### src/rtl/esc_pkg.sv
package esc_pkg;

   // Severity classes; a numerically larger code is more severe.
   typedef enum logic [1:0] {
      CLS_HW  = 2'd0,
      CLS_SW  = 2'd1,
      CLS_UE  = 2'd2,
      CLS_BAD = 2'd3
   } err_class_e;

   // True when class a may displace a capture held by class b.
   function automatic logic outranks(input err_class_e a, input err_class_e b);
      return int'(a) > int'(b);
   endfunction

   // Only uncorrectable and software-correctable repeats raise the repeat flag.
   function automatic logic counts_as_repeat(input err_class_e c);
      return c != CLS_HW;
   endfunction

endpackage

### src/rtl/esc_txn_filter.sv
module esc_txn_filter #(
   parameter int TXN_W = 4,
   parameter int SUB_W = 2
) (
   input  logic             clk,
   input  logic             rst_n,
   input  logic             ev_valid,
   input  logic [TXN_W-1:0] ev_txn,
   input  logic [SUB_W-1:0] ev_sub,
   output logic             ev_take
);

   logic             armed_q;
   logic [TXN_W-1:0] held_txn_q;
   logic [SUB_W-1:0] held_sub_q;
   logic             same_burst;

   always_comb begin
      same_burst = armed_q && (ev_txn == held_txn_q) && (ev_sub >= held_sub_q);
      ev_take    = ev_valid && !same_burst;
   end

   always_ff @(posedge clk) begin
      if (!rst_n) begin
         armed_q    <= 1'b0;
         held_txn_q <= '0;
         held_sub_q <= '0;
      end else if (ev_take) begin
         armed_q    <= 1'b1;
         held_txn_q <= ev_txn;
         held_sub_q <= ev_sub;
      end
   end

   // with nothing logged yet, any event is accepted
   p_first_take_r5: assert property (@(posedge clk) disable iff (!rst_n)
      (ev_valid && !armed_q) |-> ev_take);

   // an accepted event becomes the reference for later subunits
   p_track_r5: assert property (@(posedge clk) disable iff (!rst_n)
      ev_take |=> (armed_q && held_txn_q == $past(ev_txn) && held_sub_q == $past(ev_sub)));

endmodule

### src/rtl/esc_status.sv
module esc_status
   import esc_pkg::*;
#(
   parameter int                    NUM_ERR   = 8,
   parameter int                    TYPE_W    = 3,
   parameter logic [2*NUM_ERR-1:0]  CLASS_MAP = '0,
   parameter logic [NUM_ERR-1:0]    TRAP_MASK = '1,
   parameter bit                    TRAP_REG  = 1'b0,
   localparam int                   STAT_W    = NUM_ERR + 2
) (
   input  logic              clk,
   input  logic              rst_n,
   input  logic              ev_take,
   input  logic [TYPE_W-1:0] ev_type,
   input  logic              ev_priv,
   input  logic              clr_en,
   input  logic [STAT_W-1:0] clr_data,
   input  logic              irq_en,
   output logic [STAT_W-1:0] status,
   output logic [NUM_ERR-1:0] fall,
   output logic              trap_req
);

   localparam int ME_BIT   = NUM_ERR;
   localparam int PRIV_BIT = NUM_ERR + 1;

   logic [NUM_ERR-1:0] err_q, err_d, set_vec, clr_vec;
   logic               me_q, me_d, priv_q, priv_d, repeat_hit;
   err_class_e         ev_cls;

   always_comb begin
      ev_cls  = err_class_e'(CLASS_MAP[2*ev_type +: 2]);
      set_vec = '0;
      if (ev_take) set_vec[ev_type] = 1'b1;
      clr_vec    = clr_en ? clr_data[NUM_ERR-1:0] : '0;
      // a new event overrides a clear of the same bit
      err_d      = (err_q & ~clr_vec) | set_vec;
      repeat_hit = ev_take && err_q[ev_type] && !clr_vec[ev_type] && counts_as_repeat(ev_cls);
      me_d       = repeat_hit | (me_q & ~(clr_en & clr_data[ME_BIT]));
      priv_d     = ev_take ? ev_priv : (priv_q & ~(clr_en & clr_data[PRIV_BIT]));
   end

   always_ff @(posedge clk) begin
      if (!rst_n) begin
         err_q  <= '0;
         me_q   <= 1'b0;
         priv_q <= 1'b0;
      end else begin
         err_q  <= err_d;
         me_q   <= me_d;
         priv_q <= priv_d;
      end
   end

   assign fall   = err_q & ~err_d;
   assign status = {priv_q, me_q, err_q};

   generate
      if (TRAP_REG) begin : g_trap_reg
         logic trap_q;
         always_ff @(posedge clk) begin
            if (!rst_n) trap_q <= 1'b0;
            else        trap_q <= irq_en && |(err_d & TRAP_MASK);
         end
         assign trap_req = trap_q;

         // a disabled interrupt suppresses the next request
         p_trap_gate_r10: assert property (@(posedge clk) disable iff (!rst_n)
            !irq_en |=> !trap_req);
      end else begin : g_trap_comb
         assign trap_req = irq_en && |(err_q & TRAP_MASK);

         // no request while interrupts are disabled
         p_trap_gate_r10: assert property (@(posedge clk) disable iff (!rst_n)
            !irq_en |-> !trap_req);
      end
   endgenerate

   // without a clear no bit drops
   p_sticky_r2: assert property (@(posedge clk) disable iff (!rst_n)
      !clr_en |=> ((err_q & $past(err_q)) == $past(err_q)));

   // cleared bits read zero when no event competes
   p_w1c_r1: assert property (@(posedge clk) disable iff (!rst_n)
      (clr_en && !ev_take) |=> ((err_q & $past(clr_data[NUM_ERR-1:0])) == '0));

   // severe repeat raises the flag
   p_me_set_r3: assert property (@(posedge clk) disable iff (!rst_n)
      (ev_take && err_q[ev_type] && !(clr_en && clr_data[ev_type]) && ev_cls != CLS_HW) |=> me_q);

   // a corrected repeat never raises the flag
   p_me_hw_r3: assert property (@(posedge clk) disable iff (!rst_n)
      (ev_take && ev_cls == CLS_HW && !me_q) |=> !me_q);

   // the event wins over a clear of its own bit
   p_new_wins_r11: assert property (@(posedge clk) disable iff (!rst_n)
      ev_take |=> err_q[$past(ev_type)]);

endmodule

### src/rtl/esc_capture.sv
module esc_capture
   import esc_pkg::*;
#(
   parameter int                    W         = 8,
   parameter int                    NUM_ERR   = 8,
   parameter int                    TYPE_W    = 3,
   parameter logic [2*NUM_ERR-1:0]  CLASS_MAP = '0,
   parameter logic [NUM_ERR-1:0]    LOAD_MASK = '1
) (
   input  logic               clk,
   input  logic               rst_n,
   input  logic               ev_take,
   input  logic [TYPE_W-1:0]  ev_type,
   input  logic [W-1:0]       ev_data,
   input  logic [NUM_ERR-1:0] fall,
   output logic [W-1:0]       value
);

   logic [W-1:0]      val_q;
   logic              lock_q, lock_eff, wants, outranked, take;
   logic [TYPE_W-1:0] own_q;
   err_class_e        ev_cls, own_cls;

   always_comb begin
      ev_cls    = err_class_e'(CLASS_MAP[2*ev_type +: 2]);
      own_cls   = err_class_e'(CLASS_MAP[2*own_q +: 2]);
      lock_eff  = lock_q && !fall[own_q];
      wants     = ev_take && LOAD_MASK[ev_type];
      outranked = outranks(ev_cls, own_cls);
      take      = wants && (!lock_eff || outranked);
   end

   always_ff @(posedge clk) begin
      if (!rst_n) begin
         val_q  <= '0;
         lock_q <= 1'b0;
         own_q  <= '0;
      end else begin
         lock_q <= take | lock_eff;
         if (take) begin
            val_q <= ev_data;
            own_q <= ev_type;
         end
      end
   end

   assign value = val_q;

   // an unlocked field takes the first eligible event
   p_first_r7: assert property (@(posedge clk) disable iff (!rst_n)
      (!lock_q && wants) |=> (lock_q && val_q == $past(ev_data)));

   // a locked field ignores events that do not outrank its owner
   p_hold_r7: assert property (@(posedge clk) disable iff (!rst_n)
      (lock_q && !fall[own_q] && !(wants && outranked)) |=> (lock_q && $stable(val_q)));

   // clearing the owner unlocks and keeps the value
   p_release_r8: assert property (@(posedge clk) disable iff (!rst_n)
      (lock_q && fall[own_q] && !wants) |=> (!lock_q && $stable(val_q)));

endmodule

### src/rtl/err_status_capture.sv
module err_status_capture
   import esc_pkg::*;
#(
   parameter int                   NUM_ERR   = 8,
   parameter int                   ADDR_W    = 32,
   parameter int                   DSYN_W    = 9,
   parameter int                   TSYN_W    = 4,
   parameter int                   TXN_W     = 4,
   parameter int                   SUB_W     = 2,
   parameter logic [2*NUM_ERR-1:0] CLASS_MAP = 16'h016A,
   parameter logic [NUM_ERR-1:0]   TRAP_MASK = 8'h1F,
   parameter logic [NUM_ERR-1:0]   DSYN_MASK = 8'hFF,
   parameter logic [NUM_ERR-1:0]   TSYN_MASK = 8'hE1,
   parameter bit                   TRAP_REG  = 1'b0,
   localparam int                  TYPE_W    = $clog2(NUM_ERR),
   localparam int                  STAT_W    = NUM_ERR + 2
) (
   input  logic              clk,
   input  logic              rst_n,
   input  logic              ev_valid,
   input  logic [TYPE_W-1:0] ev_type,
   input  logic [ADDR_W-1:0] ev_addr,
   input  logic [DSYN_W-1:0] ev_dsyn,
   input  logic [TSYN_W-1:0] ev_tsyn,
   input  logic              ev_priv,
   input  logic [TXN_W-1:0]  ev_txn,
   input  logic [SUB_W-1:0]  ev_sub,
   input  logic              clr_en,
   input  logic [STAT_W-1:0] clr_data,
   input  logic              irq_en,
   output logic [STAT_W-1:0] status,
   output logic [ADDR_W-1:0] fault_addr,
   output logic [DSYN_W-1:0] dsyn_out,
   output logic [TSYN_W-1:0] tsyn_out,
   output logic              trap_req
);

   // elaboration-time parameter checks
   generate
      if (NUM_ERR < 2) begin : g_bad_num
         $error("NUM_ERR must be at least 2");
      end
      if (ADDR_W < 1 || DSYN_W < 1 || TSYN_W < 1 || TXN_W < 1 || SUB_W < 1) begin : g_bad_width
         $error("all field widths must be positive");
      end
      for (genvar i = 0; i < NUM_ERR; i++) begin : g_cls_chk
         if (CLASS_MAP[2*i +: 2] == 2'd3) begin : g_bad_cls
            $error("class code 3 is reserved");
         end
      end
   endgenerate

   logic               ev_take;
   logic [NUM_ERR-1:0] fall;

   esc_txn_filter #(.TXN_W(TXN_W), .SUB_W(SUB_W)) u_filter (
      .clk      (clk),
      .rst_n    (rst_n),
      .ev_valid (ev_valid),
      .ev_txn   (ev_txn),
      .ev_sub   (ev_sub),
      .ev_take  (ev_take)
   );

   esc_status #(
      .NUM_ERR   (NUM_ERR),
      .TYPE_W    (TYPE_W),
      .CLASS_MAP (CLASS_MAP),
      .TRAP_MASK (TRAP_MASK),
      .TRAP_REG  (TRAP_REG)
   ) u_status (
      .clk      (clk),
      .rst_n    (rst_n),
      .ev_take  (ev_take),
      .ev_type  (ev_type),
      .ev_priv  (ev_priv),
      .clr_en   (clr_en),
      .clr_data (clr_data),
      .irq_en   (irq_en),
      .status   (status),
      .fall     (fall),
      .trap_req (trap_req)
   );

   esc_capture #(
      .W(ADDR_W), .NUM_ERR(NUM_ERR), .TYPE_W(TYPE_W),
      .CLASS_MAP(CLASS_MAP), .LOAD_MASK({NUM_ERR{1'b1}})
   ) u_cap_addr (
      .clk(clk), .rst_n(rst_n), .ev_take(ev_take), .ev_type(ev_type),
      .ev_data(ev_addr), .fall(fall), .value(fault_addr)
   );

   esc_capture #(
      .W(DSYN_W), .NUM_ERR(NUM_ERR), .TYPE_W(TYPE_W),
      .CLASS_MAP(CLASS_MAP), .LOAD_MASK(DSYN_MASK)
   ) u_cap_dsyn (
      .clk(clk), .rst_n(rst_n), .ev_take(ev_take), .ev_type(ev_type),
      .ev_data(ev_dsyn), .fall(fall), .value(dsyn_out)
   );

   esc_capture #(
      .W(TSYN_W), .NUM_ERR(NUM_ERR), .TYPE_W(TYPE_W),
      .CLASS_MAP(CLASS_MAP), .LOAD_MASK(TSYN_MASK)
   ) u_cap_tsyn (
      .clk(clk), .rst_n(rst_n), .ev_take(ev_take), .ev_type(ev_type),
      .ev_data(ev_tsyn), .fall(fall), .value(tsyn_out)
   );

   // a filtered event leaves the status word untouched
   p_drop_quiet_r5: assert property (@(posedge clk) disable iff (!rst_n)
      (ev_valid && !ev_take && !clr_en) |=> $stable(status));

   // an idle cycle changes nothing visible to software
   p_idle_r1: assert property (@(posedge clk) disable iff (!rst_n)
      (!ev_valid && !clr_en) |=> ($stable(status) && $stable(fault_addr)));

endmodule

### config.mk
export PLATFORM = sky130hd
export DESIGN_NAME = err_status_capture
export DESIGN_NICKNAME = d
export VERILOG_FILES = /design/src/rtl/esc_pkg.sv /design/src/rtl/esc_txn_filter.sv /design/src/rtl/esc_status.sv /design/src/rtl/esc_capture.sv /design/src/rtl/err_status_capture.sv
export SDC_FILE = /design/constraint.sdc
export NUM_CORES = 1
export LEC_CHECK = 0
export BUFFER_PORTS_ARGS = -buffer_cell sky130_fd_sc_hd__buf_2
export CAP_MARGIN = 0
export CELL_PAD_IN_SITES_DETAIL_PLACEMENT = 1
export CELL_PAD_IN_SITES_GLOBAL_PLACEMENT = 1
export CORE_ASPECT_RATIO = 1.25
export CORE_MARGIN = 10
export CORE_UTILIZATION = 25
export CTS_BUF_LIST = sky130_fd_sc_hd__clkbuf_2
export CTS_CLUSTER_DIAMETER = 80
export DETAILED_ROUTE_END_ITERATION = 8
export PLACE_DENSITY_LB_ADDON = 0.15
export SKIP_LAST_GASP = 1
export SYNTH_ARGS = -nofsm -noshare
export SYNTH_HDL_FRONTEND = slang
export SYNTH_SLANG_ARGS = --single-unit
### constraint.sdc
create_clock -name clk -period 4.11 [get_ports clk]
set_clock_uncertainty 0.1 [all_clocks]
set_input_delay 0.2055 -clock clk [delete_from_list [all_inputs] [get_ports clk]]
set_output_delay 0.2055 -clock clk [all_outputs]
set_load 0.02 [all_outputs]
==> results of run 1 <==
## report_power, final
part	internal (W)	total, W	leakage [nW]	switching (W)
combinational	0.000202	0.000443	1.77	0.000241
sequential	0.000774	0.000818	0.608	0.0000440
clock	0.000140	0.000422	0.0678	0.000282
## area by class of cell
type	instances	area, sq um
sequential	74	1480
clock buffer	9	45.0
clock inverter	7	67.6
timing repair buffer	199	1360
inverter	8	30.0
multi-input combinational	339	2180
tap	208	260
fill	1802	9650
## worst max-delay path, delay by kind of cell (launching register included)
family | cells | cell delay (ns)
compound gates | 6 | 1.57
flops | 1 | 0.36
simple gates | 1 | 0.11
buf+inv | 1 | 0.53
fa+ha+maj | 1 | 0.26
mux | 1 | 0.29
## through the flow
stage / area (sq um) / hold slack [ns]
2_1_floorplan: 3860 / 0.248
3_3_place_gp: 4610 / 0.340
3_5_place_dp: 4610 / 0.349
4_1_cts: 5420 / 0.00968
5_1_grt: 5420 / 0.0623
6_report: 5420 / 0.110
## cells in the final DEF, fill, tap and decap left out, types with 3 or more instances in the layout
master                          synthesis  routed
sky130_fd_sc_hd__mux2i_1               60      60
sky130_fd_sc_hd__a21oi_1                7       7
sky130_fd_sc_hd__o2111ai_1              5       5
sky130_fd_sc_hd__clkbuf_2               0       9
sky130_fd_sc_hd__dfxtp_1               74      74
sky130_fd_sc_hd__dlygate4sd3_1          0      70
sky130_fd_sc_hd__o211ai_1               4       4
sky130_fd_sc_hd__a21o_1                 4       4
sky130_fd_sc_hd__o21ai_0               14      14
sky130_fd_sc_hd__buf_2                  3     124
sky130_fd_sc_hd__o21ai_1                3       3
sky130_fd_sc_hd__nor3_1                 5       5
sky130_fd_sc_hd__xnor2_2                3       3
sky130_fd_sc_hd__buf_4                  3       5
sky130_fd_sc_hd__nor2_1                13      13
sky130_fd_sc_hd__nand4_1                4       4
sky130_fd_sc_hd__ha_1                   8       8
sky130_fd_sc_hd__and2_1                 9       9
sky130_fd_sc_hd__inv_1                  8       8
sky130_fd_sc_hd__a32oi_1                4       4
sky130_fd_sc_hd__nand2_1              139     139
sky130_fd_sc_hd__and3_1                 3       3
sky130_fd_sc_hd__nor2b_1               12      12
sky130_fd_sc_hd__nand2b_1               7       7
sky130_fd_sc_hd__a21boi_0               3       3
## worst paths after layout
check,from,end,slack (ns),cells after the start
worst max-delay path,u_filter.held_sub_q[0]$_SDFFE_PN0P_,u_cap_addr.value[14]$_SDFFE_PN0P_,0.80,10
worst min-delay path,clr_en,u_status.err_q[6]$_SDFF_PN0_,0.11,4
worst max register to register,u_filter.held_sub_q[0]$_SDFFE_PN0P_,u_cap_addr.value[14]$_SDFFE_PN0P_,0.80,10
worst min register to register,u_cap_tsyn.value[3]$_SDFFE_PN0P_,u_cap_tsyn.value[3]$_SDFFE_PN0P_,0.37,2
## timing repair
action	in CTS	in global routing
endpoints found under the setup margin	0	0
endpoints found under the hold margin	71	0
hold buffers	70	0
## kinds of logic after synthesis
logic type      synth area share, %
simple gates                   22.9
compound gates                 12.2
mux                            16.7
buf+inv                        5.54
flops                          38.4
xor+xnor                       1.72
fa+ha+maj                      2.59
## state kept, by name, summed over array words and instances, names as in the netlist
signal and flops:
u_filter.armed_q 1, u_filter.held_txn_q 4, u_cap_dsyn.value 9, u_filter.held_sub_q 2, u_status.me_q 1, u_cap_dsyn.lock_q 1
u_status.priv_q 1, u_cap_addr.value 32, u_status.err_q 8, u_cap_addr.lock_q 1, u_cap_tsyn.own_q 3, u_cap_addr.own_q 3
u_cap_tsyn.value 4, u_cap_dsyn.own_q 3, u_cap_tsyn.lock_q 1
## routing by layer
metal | track usage [%] | share of wire, % | up-vias
li1 | - | - | 1893
met4 | 3.79 | 1.2 | 0
met1 | 14.5 | 45 | 1791
met2 | 20.2 | 48 | 104
met3 | 4.07 | 6.0 | 10
met5 | 0 | 0 | -
==> results by group, run 1 <==
Status
  – Outcome: finished, final reports clean

Placement
  – Placed wire-length estimate: 9210 um
  – Minimum setup slack after placement: 0.748 ns
  – Final weighted congestion in routability-driven placement: 0.800
  – Port Buf Inserts: 125
  – Cell count after placement: 758

Floorplan
  – Starting Density: between 20 and 30%
  – Die area: between 20000 and 25000 sq um
  – Floorplan Core Area: 15100 sq um
  – Ports placed on the boundary: 126
  – FP Rows: 50
  – Die Height: 159 um
  – Floorplan die width: ~130 um

Worst setup path
  – Critical path arrival: 3.66 ns
  – Crit path launch type: register
  – Slowest stage cell, crit path: sky130_fd_sc_hd__buf_4
  – Critical path capture point type: register
  – Data required time of the critical path: 4.45 ns
  – CP cell instances: ha_1 > nand2b_1 > a21oi_2 > o31ai_4 > o2111ai_1 > a32oi_1 > o2111ai_1 > a31oi_4 > buf_4 > mux2i_1
  – Critical Path Fanout Max: 35
  – Most used cell along the critical path: sky130_fd_sc_hd__o2111ai_1
  – Class of the most critical setup path: register to register
  – Crit path largest cell delay: approximately 0.53 ns

CTS
  – Maximum root-to-sink buffer count: 2
  – Source-to-sink clock delay at the later pin of the worst-skew pair: 0.50 ns
  – Root buffer cell: sky130_fd_sc_hd__clkbuf_2
  – Postcts setup bufs: 0
  – Clock tree from TritonCTS: built
  – CTS resizes: 0
  – Clk sink count: 74
  – Total clock buffers created by CTS: 9
  – Reg clk slew, reported paths: 0.23 ns
  – H-tree depth: 3

Power and ir drop
  – PwrDens: 310 nW/um^2
  – Overall Power: about 0.0017 W
  – Worst-case vdd ir drop: 0.129 mV
  – Leakage power of the design: about 2.4 nW

Route
  – Via count of the routed design: 3798
  – Total wire length after detailed routing: 13000 um
  – Vias per cell: 4.50
  – Antenna Violating Nets Remaining: 0
  – Detailed-routing iteration count for the pre-antenna-repair pass: 4
  – Post-detailed-route wirelength per cell: 15.5 um
  – Violation count after the first detailed-routing iteration: 146
  – Residual DRC count: 0

Yosys
  – Mean Syn Cell Area: 8.52 sq um
  – EDFF count, synth: 0
  – Biggest area contributors in the synthesized netlist: sky130_fd_sc_hd__dfxtp_1 38%, sky130_fd_sc_hd__mux2i_1 16%, sky130_fd_sc_hd__nand2_1 14%, sky130_fd_sc_hd__ha_1 2.6%, sky130_fd_sc_hd__clkbuf_1 2.2%
  – Portion of the post-synthesis area used by sequential elements: about two fifths
  – Area share of the largest cell type after synthesis: 38.4%
  – Most used flip-flop cell after synthesis: sky130_fd_sc_hd__dfxtp_1
  – Number of nets in the synthesized netlist: about 530
  – Flops & latches, synth: 74
  – Ranking of synthesized cells by instance count: 139 x sky130_fd_sc_hd__nand2_1, 74 x sky130_fd_sc_hd__dfxtp_1, 60 x sky130_fd_sc_hd__mux2i_1
  – Largest area contributor in the netlist: sky130_fd_sc_hd__dfxtp_1
  – FFs w/ async S/R, synth: 0%
  – Number of instances in the synthesized netlist: ~450
  – Syn Std Cell Area: 3860 sq um
  – Warnings from Yosys: 0
  – Most instantiated library cell after synthesis: sky130_fd_sc_hd__nand2_1
  – Number of distinct standard cells referenced by the synthesized netlist: 49

GRT
  – Global-route usage over all layers: 12.2%
  – Global-route wire length before repair: 21300 um
  – Antenna violations before repair: 0
  – Remaining Overflow, GRT: 0
  – Vias in the first global route: 4046
  – Largest net degree at the start of global routing: 87

Hold path
  – Worst hold path type: input pin to register

Timing
  – RSZ-0062 raised after global routing: no
  – Min setup slack post-route: 0.795 ns
  – Remaining max-slew budget at the tightest pin: 44.7%
  – Part of the cycle the worst path needs: 80.7%
  – Summed negative setup slack over all endpoints: 0 ns
  – Measured slew at the worst slew-check pin: around 0.83 ns
  – Fmax: 302 MHz
  – Pins over their slew limit: 0
  – Time the final worst path needs with I/O delays and setup: 3.31 ns
  – Final hold viol count: 0
  – Count of endpoints failing setup in the final report: 0

Layout
  – Final Non-Filler Cells: 844
  – Finished Core Util: 36.0%
  – Share of post-route cells with drive strength above 1: 24.5%
  – Fin nets: 709
  – Number of diodes added for antenna fixing: 0
  – Post-synthesis to final-layout area growth: 40.5%

Job
  – Max Cap Violations: 0
No activity file was read; power rests on OpenSTA's default activity.
==> run 2, diff against run 1 <==
Clock period 4.11 ns to 3.29 ns, I/O delays scaled along.
==> run 2 against run 1 <==
Compared with the run above: wire length rose by 0.67%; critical path depth fell by 1; first-iteration DRC count fell by 30%; critical path type unchanged; largest cell class unchanged; highest routed layer unchanged.
==> results by group, run 2 (synthesis results as in run 1) <==
Status
  – Outcome: finished, final reports clean

Power and ir drop
  – Leakage power of the design: 2.47 nW
  – Worst-case vdd ir drop: 0.199 mV
  – PwrDens: ~400 nW/um^2
  – Overall Power: 0.00220 W

Placement
  – Cell count after placement: around 760
  – Placed wire-length estimate: 9210 um
  – Port Buf Inserts: 125
  – Final weighted congestion in routability-driven placement: roughly 0.78

Floorplan
  – Die area: 20800 sq um
  – Floorplan die width: 131 um
  – Starting Density: 25.6%
  – FP Rows: 50
  – Ports placed on the boundary: approximately 130
  – Floorplan Core Area: approximately 15000 sq um
  – Die Height: 159 um

CTS
  – Clock tree from TritonCTS: built
  – H-tree depth: 3
  – Clk sink count: 74
  – Reg clk slew, reported paths: 0.24 ns
  – Root buffer cell: sky130_fd_sc_hd__clkbuf_2
  – CTS resizes: 0
  – Source-to-sink clock delay at the later pin of the worst-skew pair: 0.53 ns
  – Postcts setup bufs: 0
  – Total clock buffers created by CTS: 9
  – Maximum root-to-sink buffer count: 2

Timing
  – Time the final worst path needs with I/O delays and setup: 3.05 ns
  – Summed negative setup slack over all endpoints: 0 ns
  – Final hold viol count: 0
  – Count of endpoints failing setup in the final report: 0
  – Remaining max-slew budget at the tightest pin: between 40 and 50%
  – Part of the cycle the worst path needs: about 93%
  – Measured slew at the worst slew-check pin: approximately 0.84 ns
  – Pins over their slew limit: 0
  – RSZ-0062 raised after global routing: no
  – Fmax: around 330 MHz

Route
  – Antenna Violating Nets Remaining: 0
  – Total wire length after detailed routing: 13100 um
  – Detailed-routing iteration count for the pre-antenna-repair pass: 4
  – Vias per cell: 4.52
  – Via count of the routed design: ~3800
  – Violation count after the first detailed-routing iteration: 102
  – Residual DRC count: 0
  – Post-detailed-route wirelength per cell: ~16 um

Layout
  – Final Non-Filler Cells: 846
  – Fin nets: 711
  – Leading cell type in the layout, fill and taps excluded: sky130_fd_sc_hd__nand2_1
  – Sequential Area: approximately 1500 sq um
  – Flip-flop count of the largest register after layout: 32
  – Share of post-route cells with drive strength above 1: 24.5%
  – Leading cell types in the layout, fill and taps excluded: 139 x sky130_fd_sc_hd__nand2_1, 124 x sky130_fd_sc_hd__buf_2, 74 x sky130_fd_sc_hd__dfxtp_1
  – Fill count: 1792
  – Post-synthesis to final-layout area growth: 42.0%
  – Area of the multi-input gates: 2180 sq um

GRT
  – Global-route usage over all layers: 12.4%
  – Remaining Overflow, GRT: 0
  – Vias in the first global route: 4134
  – Largest net degree at the start of global routing: 89
  – Antenna violations before repair: 1
  – Global-route wire length before repair: 21500 um

Worst setup path
  – Data required time of the critical path: 3.64 ns
  – Critical path arrival: about 3.4 ns
  – Critical path capture point type: register
  – Class of the most critical setup path: register to register
  – Critical Path Fanout Max: 35
  – Crit path launch type: register

Job
  – Max Cap Violations: 0

Hold path
  – Worst hold path type: input pin to register
-- run 2: changes by cell type in the layout (fill, tap and decap cells not counted), sizes merged --
cell         before  now
bufinv            1    2
clkinv            3    2
clkinvlp          1    0
diode             0    1
dlygate4sd3      70   72
-- run 2: power by group --
group	internal [W]	total [W]	switching (W)
Combinational	0.000257	0.000559	0.000302
Sequential	0.000967	0.00102	0.0000540
Clock	0.000253	0.000621	0.000369
-- run 2: per-stage QoR --
step	hold WS (ns)	util, %	setup WS [ns]	instance area [sq um]
floorplan	0.207	-	0.790	3860
detailed placement	0.321	30.7	0.229	4620
CTS	0.0216	36.3	0.134	5480
global route	0.101	36.3	0.00749	5480
global placement	0.310	30.7	0.291	4620
finish	0.0868	36.3	0.236	5480
-- run 2: final timing paths --
kind	depth (start not counted)	start	to	slack, ns
max reg2reg	9	u_filter.held_txn_q[3]$_SDFFE_PN0P_	u_cap_addr.value[26]$_SDFFE_PN0P_	0.24
max	9	u_filter.held_txn_q[3]$_SDFFE_PN0P_	u_cap_addr.value[26]$_SDFFE_PN0P_	0.24
min	5	clr_en	u_status.err_q[1]$_SDFF_PN0_	0.09
min reg2reg	2	u_cap_tsyn.value[0]$_SDFFE_PN0P_	u_cap_tsyn.value[0]$_SDFFE_PN0P_	0.37
-- run 2: what timing repair did --
item | in CTS | in global routing
hold buffers | 72 | 0
endpoints found under the hold margin | 71 | 0
endpoints found under the setup margin | 0 | 16
-- run 2: cell type report --
type / count / share of cell area [%]
Antenna cell: 1 / 0.0457
Clock buffer: 9 / 0.822
Clock inverter: 6 / 1.64
Inverter: 8 / 0.548
Multi-Input combinational cell: 339 / 39.8
Sequential cell: 74 / 27.0
Tap cell: 208 / 4.75
Timing Repair Buffer: 201 / 25.4
-- run 2: metal layers --
metal	routed length (um)	vias to the layer above	GRT usage [%]
met1	5700	1801	14.5
met4	161	0	3.53
li1	-	1894	-
met5	0	-	0
met2	6350	118	20.8
met3	917	11	4.19
-- run 2: critical path: stages (launching register included) --
cell and delay, ns:
sky130_fd_sc_hd__dfxtp_1 0.38, sky130_fd_sc_hd__xnor2_1 0.25, sky130_fd_sc_hd__nand3_2 0.18, sky130_fd_sc_hd__o31ai_4 0.47, sky130_fd_sc_hd__o2111ai_1 0.30, sky130_fd_sc_hd__a32oi_1 0.27
sky130_fd_sc_hd__o2111ai_1 0.22, sky130_fd_sc_hd__a31oi_4 0.27, sky130_fd_sc_hd__buf_12 0.27, sky130_fd_sc_hd__mux2i_1 0.22
